## src/rtl/pwm_fdm_pkg.sv

```systemverilog
package pwm_fdm_pkg;

    localparam int NUM_FAULT = 4;
    localparam int NUM_OUT   = 3;
    localparam int CNT_W     = 11;
    localparam int DT_W      = CNT_W + 1;
    localparam int ADDR_W    = 3;

    localparam int CH_A = 0;
    localparam int CH_B = 1;
    localparam int CH_X = 2;

    localparam logic [CNT_W-1:0] CNT_RST = 11'h7FF;

    typedef enum logic [ADDR_W-1:0] {
        CFG_DT_RISE = 3'd0,
        CFG_DT_FALL = 3'd1,
        CFG_MASK_A  = 3'd2,
        CFG_MASK_B  = 3'd3,
        CFG_MASK_X  = 3'd4
    } cfg_addr_e;

    localparam int MASK_BASE = int'(CFG_MASK_A);

    typedef logic [NUM_FAULT-1:0] fault_vec_t;

    typedef struct packed {
        logic a;
        logic b;
    } pair_t;

    // Gap length in clocks for a programmed count: 2*count + 1.
    function automatic logic [DT_W-1:0] dt_cycles(input logic [CNT_W-1:0] cnt);
        return {cnt, 1'b1};
    endfunction

endpackage

```

## src/rtl/pwm_fdm_regs.sv

```systemverilog
module pwm_fdm_regs
    import pwm_fdm_pkg::*;
#(
    parameter int P_CNT_W     = CNT_W,
    parameter int P_NUM_FAULT = NUM_FAULT,
    parameter int P_NUM_OUT   = NUM_OUT,
    parameter int P_ADDR_W    = ADDR_W,
    parameter logic [P_CNT_W-1:0] P_CNT_RST = CNT_RST
) (
    input  logic                                  clk,
    input  logic                                  rst,
    input  logic                                  we,
    input  logic [P_ADDR_W-1:0]                   addr,
    input  logic [P_CNT_W-1:0]                    wdata,
    output logic [P_CNT_W-1:0]                    rise_cnt,
    output logic [P_CNT_W-1:0]                    fall_cnt,
    output logic [P_NUM_OUT-1:0][P_NUM_FAULT-1:0] mask
);

    localparam int LAST_ADDR = MASK_BASE + P_NUM_OUT - 1;

    always_ff @(posedge clk) begin
        if (rst) begin
            rise_cnt <= P_CNT_RST;
            fall_cnt <= P_CNT_RST;
        end else if (we) begin
            if (addr == P_ADDR_W'(CFG_DT_RISE)) rise_cnt <= wdata;
            if (addr == P_ADDR_W'(CFG_DT_FALL)) fall_cnt <= wdata;
        end
    end

    for (genvar g = 0; g < P_NUM_OUT; g++) begin : g_mask
        always_ff @(posedge clk) begin
            if (rst)
                mask[g] <= '1;
            else if (we && addr == P_ADDR_W'(MASK_BASE + g))
                mask[g] <= wdata[P_NUM_FAULT-1:0];
        end


        r1_mask_reset_chk: assert property (@(posedge clk)
            rst |=> (mask[g] == '1));


        r11_mask_write_chk: assert property (@(posedge clk) disable iff (rst)
            (we && addr == P_ADDR_W'(MASK_BASE + g)) |=> (mask[g] == $past(wdata[P_NUM_FAULT-1:0])));
    end


    r2_count_reset_chk: assert property (@(posedge clk)
        rst |=> (rise_cnt == P_CNT_RST && fall_cnt == P_CNT_RST));


    r11_ignored_addr_chk: assert property (@(posedge clk) disable iff (rst)
        (we && int'(addr) > LAST_ADDR) |=> ($stable(mask) && $stable(rise_cnt) && $stable(fall_cnt)));

endmodule

```

## src/rtl/pwm_fdm_deadtime.sv

```systemverilog
module pwm_fdm_deadtime
    import pwm_fdm_pkg::*;
#(
    parameter int P_CNT_W = CNT_W,
    parameter int P_DT_W  = P_CNT_W + 1
) (
    input  logic               clk,
    input  logic               rst,
    input  logic               ref_i,
    input  logic [P_CNT_W-1:0] rise_cnt,
    input  logic [P_CNT_W-1:0] fall_cnt,
    output pair_t              pair_o
);

    logic              ref_q;
    logic [P_DT_W-1:0] timer;
    logic              edge_seen;
    logic [P_DT_W-1:0] gap_len;

    assign edge_seen = (ref_i != ref_q);
    assign gap_len   = ref_i ? P_DT_W'(dt_cycles(rise_cnt)) : P_DT_W'(dt_cycles(fall_cnt));

    always_ff @(posedge clk) begin
        if (rst) begin
            ref_q  <= 1'b0;
            pair_o <= '{a: 1'b0, b: 1'b0};
            timer  <= P_DT_W'(1);
        end else begin
            ref_q <= ref_i;
            if (edge_seen) begin
                pair_o <= '{a: 1'b0, b: 1'b0};
                timer  <= gap_len;
            end else if (timer == P_DT_W'(1)) begin
                pair_o <= '{a: ref_q, b: ~ref_q};
                timer  <= '0;
            end else if (timer != '0) begin
                timer <= timer - 1'b1;
            end
        end
    end


    r7_no_overlap_chk: assert property (@(posedge clk) disable iff (rst)
        !(pair_o.a && pair_o.b));


    r5_edge_low_chk: assert property (@(posedge clk) disable iff (rst)
        edge_seen |=> (!pair_o.a && !pair_o.b));


    r8_gap_low_chk: assert property (@(posedge clk) disable iff (rst)
        (timer != '0) |-> (!pair_o.a && !pair_o.b));

endmodule

```

## src/rtl/pwm_fdm_gate.sv

```systemverilog
module pwm_fdm_gate
    import pwm_fdm_pkg::*;
#(
    parameter int P_NUM_FAULT = NUM_FAULT
) (
    input  logic                   drive_i,
    input  logic [P_NUM_FAULT-1:0] fault_i,
    input  logic [P_NUM_FAULT-1:0] mask_i,
    output logic                   out_o
);

    logic kill;

    assign kill  = |(fault_i & mask_i);
    assign out_o = drive_i & ~kill;

endmodule

```

## src/rtl/pwm_fault_dt_stage.sv

```systemverilog
module pwm_fault_dt_stage
    import pwm_fdm_pkg::*;
#(
    parameter int P_NUM_FAULT = NUM_FAULT,
    parameter int P_CNT_W     = CNT_W,
    parameter int P_ADDR_W    = ADDR_W
) (
    input  logic                   clk,
    input  logic                   rst,
    input  logic                   cmp_en,
    input  logic                   pwm_ref,
    input  logic                   pwm_b_ind,
    input  logic                   x_drive,
    input  logic [P_NUM_FAULT-1:0] fault_in,
    input  logic                   cfg_we,
    input  logic [P_ADDR_W-1:0]    cfg_addr,
    input  logic [P_CNT_W-1:0]     cfg_wdata,
    output logic                   out_a,
    output logic                   out_b,
    output logic                   out_x
);

    localparam int N_OUT = NUM_OUT;

    logic [P_CNT_W-1:0]                rise_cnt;
    logic [P_CNT_W-1:0]                fall_cnt;
    logic [N_OUT-1:0][P_NUM_FAULT-1:0] mask;
    pair_t                             dt_pair;
    logic [N_OUT-1:0]                  pre_drive;
    logic [N_OUT-1:0]                  gated;

    pwm_fdm_regs #(
        .P_CNT_W     (P_CNT_W),
        .P_NUM_FAULT (P_NUM_FAULT),
        .P_NUM_OUT   (N_OUT),
        .P_ADDR_W    (P_ADDR_W),
        .P_CNT_RST   (P_CNT_W'(CNT_RST))
    ) u_regs (
        .clk      (clk),
        .rst      (rst),
        .we       (cfg_we),
        .addr     (cfg_addr),
        .wdata    (cfg_wdata),
        .rise_cnt (rise_cnt),
        .fall_cnt (fall_cnt),
        .mask     (mask)
    );

    pwm_fdm_deadtime #(
        .P_CNT_W (P_CNT_W)
    ) u_dt (
        .clk      (clk),
        .rst      (rst),
        .ref_i    (pwm_ref),
        .rise_cnt (rise_cnt),
        .fall_cnt (fall_cnt),
        .pair_o   (dt_pair)
    );

    always_comb begin
        pre_drive[CH_A] = cmp_en ? dt_pair.a : pwm_ref;
        pre_drive[CH_B] = cmp_en ? dt_pair.b : pwm_b_ind;
        pre_drive[CH_X] = x_drive;
    end

    for (genvar g = 0; g < N_OUT; g++) begin : g_gate
        pwm_fdm_gate #(
            .P_NUM_FAULT (P_NUM_FAULT)
        ) u_gate (
            .drive_i (pre_drive[g]),
            .fault_i (fault_in),
            .mask_i  (mask[g]),
            .out_o   (gated[g])
        );


        r3_fault_kill_chk: assert property (@(posedge clk) disable iff (rst)
            (|(fault_in & mask[g])) |-> !gated[g]);
    end

    assign out_a = gated[CH_A];
    assign out_b = gated[CH_B];
    assign out_x = gated[CH_X];


    r7_pin_overlap_chk: assert property (@(posedge clk) disable iff (rst)
        cmp_en |-> !(out_a && out_b));


    r4_unmasked_pass_chk: assert property (@(posedge clk) disable iff (rst)
        ((fault_in & mask[CH_X]) == '0) |-> (out_x == x_drive));

endmodule

```

## config.mk

```make
export PLATFORM = sky130hd
export DESIGN_NAME = pwm_fault_dt_stage
export DESIGN_NICKNAME = d
export VERILOG_FILES = /design/src/rtl/pwm_fdm_pkg.sv /design/src/rtl/pwm_fdm_regs.sv /design/src/rtl/pwm_fdm_deadtime.sv /design/src/rtl/pwm_fdm_gate.sv /design/src/rtl/pwm_fault_dt_stage.sv
export SDC_FILE = /design/constraint.sdc
export NUM_CORES = 1
export LEC_CHECK = 0
export ABC_AREA = 1
export CORE_MARGIN = 4
export CORE_UTILIZATION = 45
export CTS_CLUSTER_DIAMETER = 50
export DETAILED_ROUTE_END_ITERATION = 10
export PLACE_DENSITY_LB_ADDON = 0.08
export RECOVER_POWER = 100
export SLEW_MARGIN = 20
export SYNTH_ARGS = -nofsm -noshare
export SYNTH_HDL_FRONTEND = slang
export SYNTH_SLANG_ARGS = --single-unit
```

## constraint.sdc

```tcl
create_clock -name clk -period 1.6 [get_ports clk]
set_input_delay 0.32 -clock clk [delete_from_list [all_inputs] [get_ports clk]]
set_output_delay 0.32 -clock clk [all_outputs]
set_load 0.02 [all_outputs]
```

**Yosys cells after proc, flatten, opt, wreduce, memory -nomap -nowiden**

Cells that the tools add are included.

- Flip-flop bits (word level): 49
- Bits of input ports: 25
- Word-level logic and storage cells: 44
- Output and inout bits: 3

- Multiplexer cells: 6
- Bitwise gates (word level): 10
- Reduce and logical (&&, ||, !) cells: 12
- $add $sub $neg: 1
- Equality and inequality tests: 6

Operators by type and width:

| operator | number |
|---|---|
| $mux 12 | 4 |
| $and 4x4->4 | 3 |
| $eq 12x1->1 const B | 1 |
| $reduce_bool 12->1 | 1 |
| $reduce_or 4->1 | 3 |
| $sub 12x1->12 const B | 1 |
| $eq 3x2->1 const B | 2 |
| $not 1->1 | 4 |
| $reduce_and 2->1 | 2 |
| $and 1x1->1 | 3 |
| $eq 3x1->1 const B | 1 |
| $eq 3x3->1 const B | 1 |
| $logic_and 1x1->1 | 3 |
| $logic_not 3->1 | 1 |
| $reduce_bool 3->1 | 1 |
| $mux 1 | 2 |
| $reduce_or 2->1 | 1 |
| $ne 1x1->1 | 1 |

**Longest topological paths before layout**

Gate-level depths: netlist of the first run.

- Word-level depth: 4
- Mapped depth: 9
- Gate-level depth less buffers: 9

**By module**

From an unflattened synthesis of the first run, not the netlist that was laid out.

- Cell total of the unflattened synthesis: 349
- Area, all modules: 2437.3 µm²

Modules (own cells, without submodules):

| module | cells an instance | area each (µm²) | times used | seq. area each (µm²) |
|---|---|---|---|---|
| pwm_fdm_regs | 163 | 1266.2 | 1 | 680.7 |
| pwm_fdm_deadtime | 158 | 1062.3 | 1 | 300.3 |
| pwm_fdm_gate | 7 | 27.5 | 3 | 0.0 |
| pwm_fault_dt_stage | 7 | 26.3 | 1 | 0.0 |

**Worst setup path before layout of the first run**

No wires, ideal clock.

- Path kind: input -> output
- From: input port pwm_ref
- To: output port out_a
- Path slack: 0.119 ns
- Arrival: 1.161 ns
- Path buffers: 1
- Stages on the path: 5
- Data required time: 1.280 ns
- Path through: inv_1 buf_2 nor2_1 a21oi_1 nor3_1

- Cells in the longest elaborated chain, start to end: 2

Ends and longest elaborated chain:

| what | RTL line | RTL |
|---|---|---|
| start: declaration | pwm_fault_dt_stage.sv:11 | `input logic pwm_ref,` |
| $mux 1 | pwm_fault_dt_stage.sv:61 | `pre_drive[CH_A] = cmp_en ? dt_pair.a : pwm_ref;` |
| $and 1x1->1 | pwm_fdm_gate.sv:15 | `assign out_o = drive_i & ~kill;` |
| end: declaration | pwm_fault_dt_stage.sv:18 | `output logic out_a,` |

No other way between the ends.

**Worst setup path after layout of the first run**

- From: input port x_drive
- To: output port out_x

- Cells in the longest elaborated chain, start to end: 1

Ends and longest elaborated chain:

| what | RTL line | RTL |
|---|---|---|
| start: declaration | pwm_fault_dt_stage.sv:13 | `input logic x_drive,` |
| $and 1x1->1 | pwm_fdm_gate.sv:15 |  |
| end: declaration | pwm_fault_dt_stage.sv:20 | `output logic out_x` |

No other way between the ends.

==> impl_metrics.csv, run 1 <==
group,metric,value,unit
run_status,status,"completed",
timing,post-route-min-period,1551,ps
timing,finalSetupViolations,0,
logic_synthesis,syn_area,2372,µm²
logic_synthesis,synthDistinctLibCells,30,
hold_path,hold_end,"u_regs.mask[1]",
worst_setup_path,cp-end-kind,"output port",
logic_synthesis,synth_ff_type,"dfxtp_1",
route,drc,0,
global_routing,grt_max_degree,23,
clocking,root_buffer,"clkbuf_8",
worst_setup_path,r2r_cells,9,
placement,io_buffers,27,
route,vias,2137,
clocking,clkTransAtPathRegs,80,ps
timing,rsz0062_at_grt,"no",
worst_setup_path,r2r-start,"u_dt.timer[1]",
route,post_drt_wl_per_cell,12.00,µm
logic_synthesis,synth_nets,355,
hold_path,min_path_cells,2,
layout,fin_area,2919,µm²
worst_setup_path,crit_fanout,1,
global_routing,grt_pass1_wl,9.052,mm
logic_synthesis,yosysWarnings,0,
clocking,postCtsSetupRepairBufs,0,
power_and_ir_drop,powerDensity,900.0,nW/µm²
global_routing,overflow,0,
timing,fmax,0.6446,GHz
timing,tns,0,ps
timing,max-slew-margin-rel,76.31,%
worst_setup_path,slowest_stage,"clkdlybuf4s50_1",
placement,gp_congestion,0.8067,
layout,nFillCells,502,
die,die_y,80.61,µm
die,core,5107,µm²
layout,area_growth,23.05,%
route,dr.pass1.iters,4,
logic_synthesis,netlist_instances,327,
logic_synthesis,ys_ff_latch,49,
route,viasPerCell,4.868,
flow_run,drv_cap,0,
layout,stdcell_count,439,
clocking,clock-sinks,49,
worst_setup_path,rrSetupSlack,140,ps
clocking,cts_tree,"yes",
global_routing,grt_pass1_vias,2055,
logic_synthesis,synth.avg_cell_area,7.255,µm²
die,die_area,6497,µm²
placement,place_inst,431,
hold_path,hold_class,"reg2reg",
power_and_ir_drop,p_leak,1.457,nW
worst_setup_path,crit_required,1280,ps
die,initial_core_util,46.45,%
die,die_w,80.61,µm
layout,nNetsFinal,396,
logic_synthesis,seq_area_frac_synth,41.35,%
logic_synthesis,async_reset_ff_share,0,%
worst_setup_path,max_stage_delay,470,ps
die,ios,28,
global_routing,antenna_found_initial,0,
worst_setup_path,crit_arrival,1230,ps
route,drtIter0Drc,54,
worst_setup_path,worstPathCellList,"clkdlybuf4s50_1, nand3_2, a221oi_2, buf_4",
global_routing,grt.total_usage,17.57,%
placement,hpwl,3.908,mm
hold_path,hp-start,"u_regs.mask[1]",
worst_setup_path,crit_type,"in2out",
timing,hold_viol,0,
route,wl,5.266,mm
worst_setup_path,cp_top_family,"buffers and inverters",
clocking,htree_levels,2,
clocking,cts-buffers-inserted,5,
power_and_ir_drop,vdd_drop_max,0.4660,mV
worst_setup_path,critPathLaunchType,"primary input",
layout,diodes,0,
timing,slew_viol_final,0,
clocking,clk-insertion-delay-late,290,ps
route,ant_nets,0,
timing,period_share,96.96,%
timing,worst-slew-pin-transition,352.6,ps
timing,fin_worst_skew,9.126,ps
worst_setup_path,path_buf_inv,2,
clocking,clock_path_buffers,2,
logic_synthesis,synth_edf_count,0,
timing,hold-worst-slack,468.6,ps
worst_setup_path,r2r_end,"u_dt.timer[11]",
layout,layout-drive-gt1-share,12.74,%
die,row_count,26,
placement,place_area,2823,µm²
==> cells by family (layout without fill, tap and decap cells) <==
logic type                 count (synthesis)  count (layout)  synth area share, %
AOI/OAI and AO/OA                         51              51                14.19
xor gates and xnor gates                   6               6                2.215
adders and majority gates                  3               3                1.582
buffers and inverters                     60             102                9.757
DFF                                       49              49                41.35
muxes                                      1               1               0.4220
and+or+nand+nor                          157             157                30.49
==> synthesized netlist by cell type, types with 2 or more instances <==
master / instances / area [µm²]
o21ai_0: 4 / 20.02
a22o_1: 4 / 35.03
nor3_2: 4 / 40.04
xnor2_1: 2 / 17.52
nor3_1: 4 / 20.02
nand2_2: 6 / 37.54
dfxtp_1: 49 / 980.9
nand2_1: 92 / 345.3
inv_1: 46 / 172.7
nand3_1: 25 / 125.1
buf_2: 5 / 25.02
nor2_2: 3 / 18.77
o211ai_1: 20 / 150.1
nor2_1: 16 / 60.06
xor2_1: 4 / 35.03
nor2_4: 2 / 22.52
clkbuf_1: 3 / 11.26
o22ai_1: 9 / 56.30
a21oi_1: 12 / 60.06
inv_2: 5 / 18.77
ha_1: 3 / 37.54
==> final cells by class <==
type                       instances  area, µm²  area share [%]
multi-input combinational        218       1169           40.03
sequential                        49      980.9           33.60
timing repair buffer              43      374.1           12.82
inverter                          51      191.4           6.558
tap                               70      87.58           3.000
clock buffer                       7      86.33           2.958
clock inverter                     1      30.03           1.029
==> timing repair <==
action                                  CTS  global route
hold buffers                              0             0
cloned                                    0             0
endpoints found under the setup margin    3             3
resized for setup                        22             4
pin swaps                                 1             0
==> flip-flops by register name (all words and copies together) (netlist names) <==
name             count
u_dt.ref_q           1
u_regs.fall_cnt     11
u_dt.pair_o          2
u_regs.rise_cnt     11
u_regs.mask         12
u_dt.timer          12
==> per-layer routing <==
layer | vias up | global-route usage (%) | routed length, µm
met5 | - | 0 | 0
met4 | 0 | 5.236 | 68
met3 | 7 | 3.700 | 225
met2 | 33 | 30.13 | 2410
met1 | 953 | 21.97 | 2561
li1 | 1144 | - | -
==> worst min-delay path: cells and delay by family, from the launching register on <==
kind	cells	cell delay, ps
and+or+nand+nor	2	100
DFF	1	340
==> layout by cell type (no fill, tap or decap), types with 5 or more instances in the layout <==
cell / synthesis / final
nor2_1: 16 / 16
inv_1: 46 / 47
dfxtp_1: 49 / 49
dlygate4sd2_1: 0 / 5
nand2_2: 6 / 5
o22ai_1: 9 / 9
buf_4: 0 / 11
a21oi_1: 12 / 12
nand2_1: 92 / 93
clkbuf_8: 0 / 6
clkdlybuf4s50_1: 0 / 17
o211ai_1: 20 / 20
nand3_1: 25 / 24
==> worst max-delay path by stage <==
stage	from	end	slack [ps]	cells after the start
2_1_floorplan	pwm_ref	out_a	120	5
3_3_place_gp	pwm_ref	out_a	-550	6
3_5_place_dp	pwm_ref	out_a	-620	6
4_1_cts	cmp_en	out_b	5	4
5_1_grt	u_dt.timer[0]	u_dt.timer[6]	8	7
6_report	x_drive	out_x	50	4
==> stage by stage <==
step / setup WS, ps / power, mW / utilization, %
final: 48.67 / 2.627 / 57.15
after detailed placement: -622.3 / 1.766 / 55.27
after CTS: 4.870 / 2.668 / 57.28
after global routing: 7.975 / 2.769 / 57.15
after floorplan: 119.2 / 1.598 / -
after global placement: -545.6 / 1.763 / 55.27
==> power by group <==
part	total, mW	internal [mW]	switching, mW	leakage, nW
sequential	1.32	1.28	0.0411	0.403
combinational	0.410	0.179	0.231	0.996
clock	0.897	0.510	0.387	0.0585
Power figures use the tool's default switching activity.
==> run 2, diff against run 1 <==
- CTS_BUF_LIST: default -> sky130_fd_sc_hd__clkbuf_4 sky130_fd_sc_hd__clkbuf_8
- PLACE_DENSITY: default -> 0.7
- PLACE_DENSITY_LB_ADDON: 0.08 -> default
==> impl_metrics.csv, run 2 (synthesis gave the netlist of run 1 again) <==
group,metric,value,unit
power_and_ir_drop,vdd_drop_max,0.6043,mV
worst_setup_path,r2r_cells,8,
layout,diodes,0,
hold_path,min_path_cells,2,
global_routing,grt_pass1_vias,2037,
worst_setup_path,r2r_end,"u_dt.timer[8]",
die,ios,28,
worst_setup_path,cp-end-kind,"output port",
timing,post-route-min-period,1526,ps
hold_path,hold_end,"u_regs.mask[7]",
layout,fin_area,2859,µm²
clocking,clock_path_buffers,2,
clocking,ctsHoldBuffers,0,
run_status,status,"completed",
timing,fmax,0.6552,GHz
route,dr.pass1.iters,4,
placement,pre_cts_ws,-548.8,ps
route,post_drt_wl_per_cell,11.43,µm
layout,final_common_cell,"nand2_1",
clocking,clock-sinks,49,
placement,gp_congestion,0.8421,
route,vias,2111,
worst_setup_path,rrSetupSlack,180,ps
placement,place_area,2845,µm²
worst_setup_path,worstPathCellList,"dlygate4sd2_1, a22o_1, nor3_1, clkbuf_2",
route,viasPerCell,4.853,
die,row_count,26,
global_routing,grt.total_usage,17.10,%
global_routing,antenna_found_initial,0,
die,die_area,6497,µm²
clocking,clk-insertion-delay-late,300,ps
worst_setup_path,critPathLaunchType,"primary input",
die,die_w,80.61,µm
global_routing,overflow,0,
flow_run,drv_cap,0,
clocking,cts-buffers-inserted,5,
die,die_y,80.61,µm
hold_path,hold_class,"reg2reg",
timing,fin_ws,73.80,ps
clocking,htree_levels,2,
clocking,root_buffer,"clkbuf_8",
timing,finalSetupViolations,0,
timing,tns,0,ps
layout,final_cell_mix,"nand2_1 (92), dfxtp_1 (49), inv_1 (47)",
power_and_ir_drop,p_leak,1.438,nW
worst_setup_path,crit_fanout,3,
worst_setup_path,crit_type,"in2out",
layout,nNetsFinal,394,
route,wl,4.973,mm
route,drc,0,
layout,post-route-util,55.98,%
worst_setup_path,r2r-start,"u_dt.timer[0]",
worst_setup_path,slowest_stage,"dlygate4sd2_1",
timing,hold_viol,0,
worst_setup_path,crit_arrival,1210,ps
route,drtIter0Drc,53,
die,core,5107,µm²
layout,area_growth,20.52,%
timing,worst-slew-pin-transition,333.0,ps
global_routing,grt_pass1_wl,8.714,mm
timing,fin_worst_skew,3.465,ps
worst_setup_path,max_stage_delay,270,ps
timing,slew_viol_final,0,
layout,layout-drive-gt1-share,11.78,%
global_routing,grt_max_degree,23,
placement,hpwl,3.739,mm
clocking,cts_tree,"yes",
route,ant_nets,0,
timing,max-slew-margin-rel,77.63,%
power_and_ir_drop,powerDensity,834.1,nW/µm²
timing,period_share,95.39,%
clocking,clkTransAtPathRegs,80,ps
die,initial_core_util,46.45,%
placement,io_buffers,27,
timing,rsz0062_at_grt,"no",
layout,top_regs,"u_dt.timer: 12 flops, u_regs.mask: 12 flops",
hold_path,hp-start,"u_regs.mask[7]",
worst_setup_path,crit_required,1280,ps
-- run 2: area by class of cell --
cell class | instances | area (µm²)
fill | 499 | 2248
multi-input combinational | 218 | 1156
sequential | 49 | 980.9
timing repair buffer | 41 | 369.1
inverter | 51 | 191.4
tap | 70 | 87.58
clock buffer | 5 | 68.82
clock inverter | 1 | 5.005
-- run 2: report_power, final --
group | switching, mW | total (mW) | internal [mW] | leakage (nW)
logic | 0.225 | 0.402 | 0.177 | 0.995
clock network | 0.376 | 0.664 | 0.288 | 0.0399
registers | 0.0401 | 1.32 | 1.28 | 0.403
total | 0.641 | 2.38 | 1.74 | 1.44
-- run 2: routing by layer --
layer | vias up | GRT usage (%) | part of all wire, %
li1 | 1130 | - | -
met1 | 952 | 21.74 | 48
met2 | 21 | 28.64 | 48
met3 | 8 | 3.363 | 2.5
met4 | 0 | 6.081 | 1.8
met5 | - | 0 | 0
-- run 2: worst max path at each step --
stage,start,end,slack (ps),cells past startpoint
6_report,fault_in[2],out_a,70,4
5_1_grt,u_dt.timer[1],u_dt.timer[5],10,9
4_1_cts,x_drive,out_x,40,4
3_5_place_dp,fault_in[3],out_x,-550,5
3_3_place_gp,fault_in[2],out_b,-530,4
2_1_floorplan,pwm_ref,out_a,120,5
-- run 2: what timing repair did --
action,in CTS,in global routing
cloned,0,0
hold endpoints to repair,0,0
buffers inserted,0,0
pin swaps,1,2
endpoints found under the setup margin,3,2
resized for setup,22,3
-- run 2: critical path: cells and delay by family --
kind	cells	cell delay, ps
compound gates	1	240
simple gates	1	180
buf+inv	2	470
-- run 2: stage by stage --
step / hold WS [ps] / cells / total power [mW]
global placement: 443.8 / 429 / 1.757
global route: 498.1 / 435 / 2.510
detailed placement: 447.8 / 429 / 1.763
CTS: 468.6 / 435 / 2.419
floorplan: 392.4 / 327 / 1.598
finish: 471.1 / 435 / 2.385
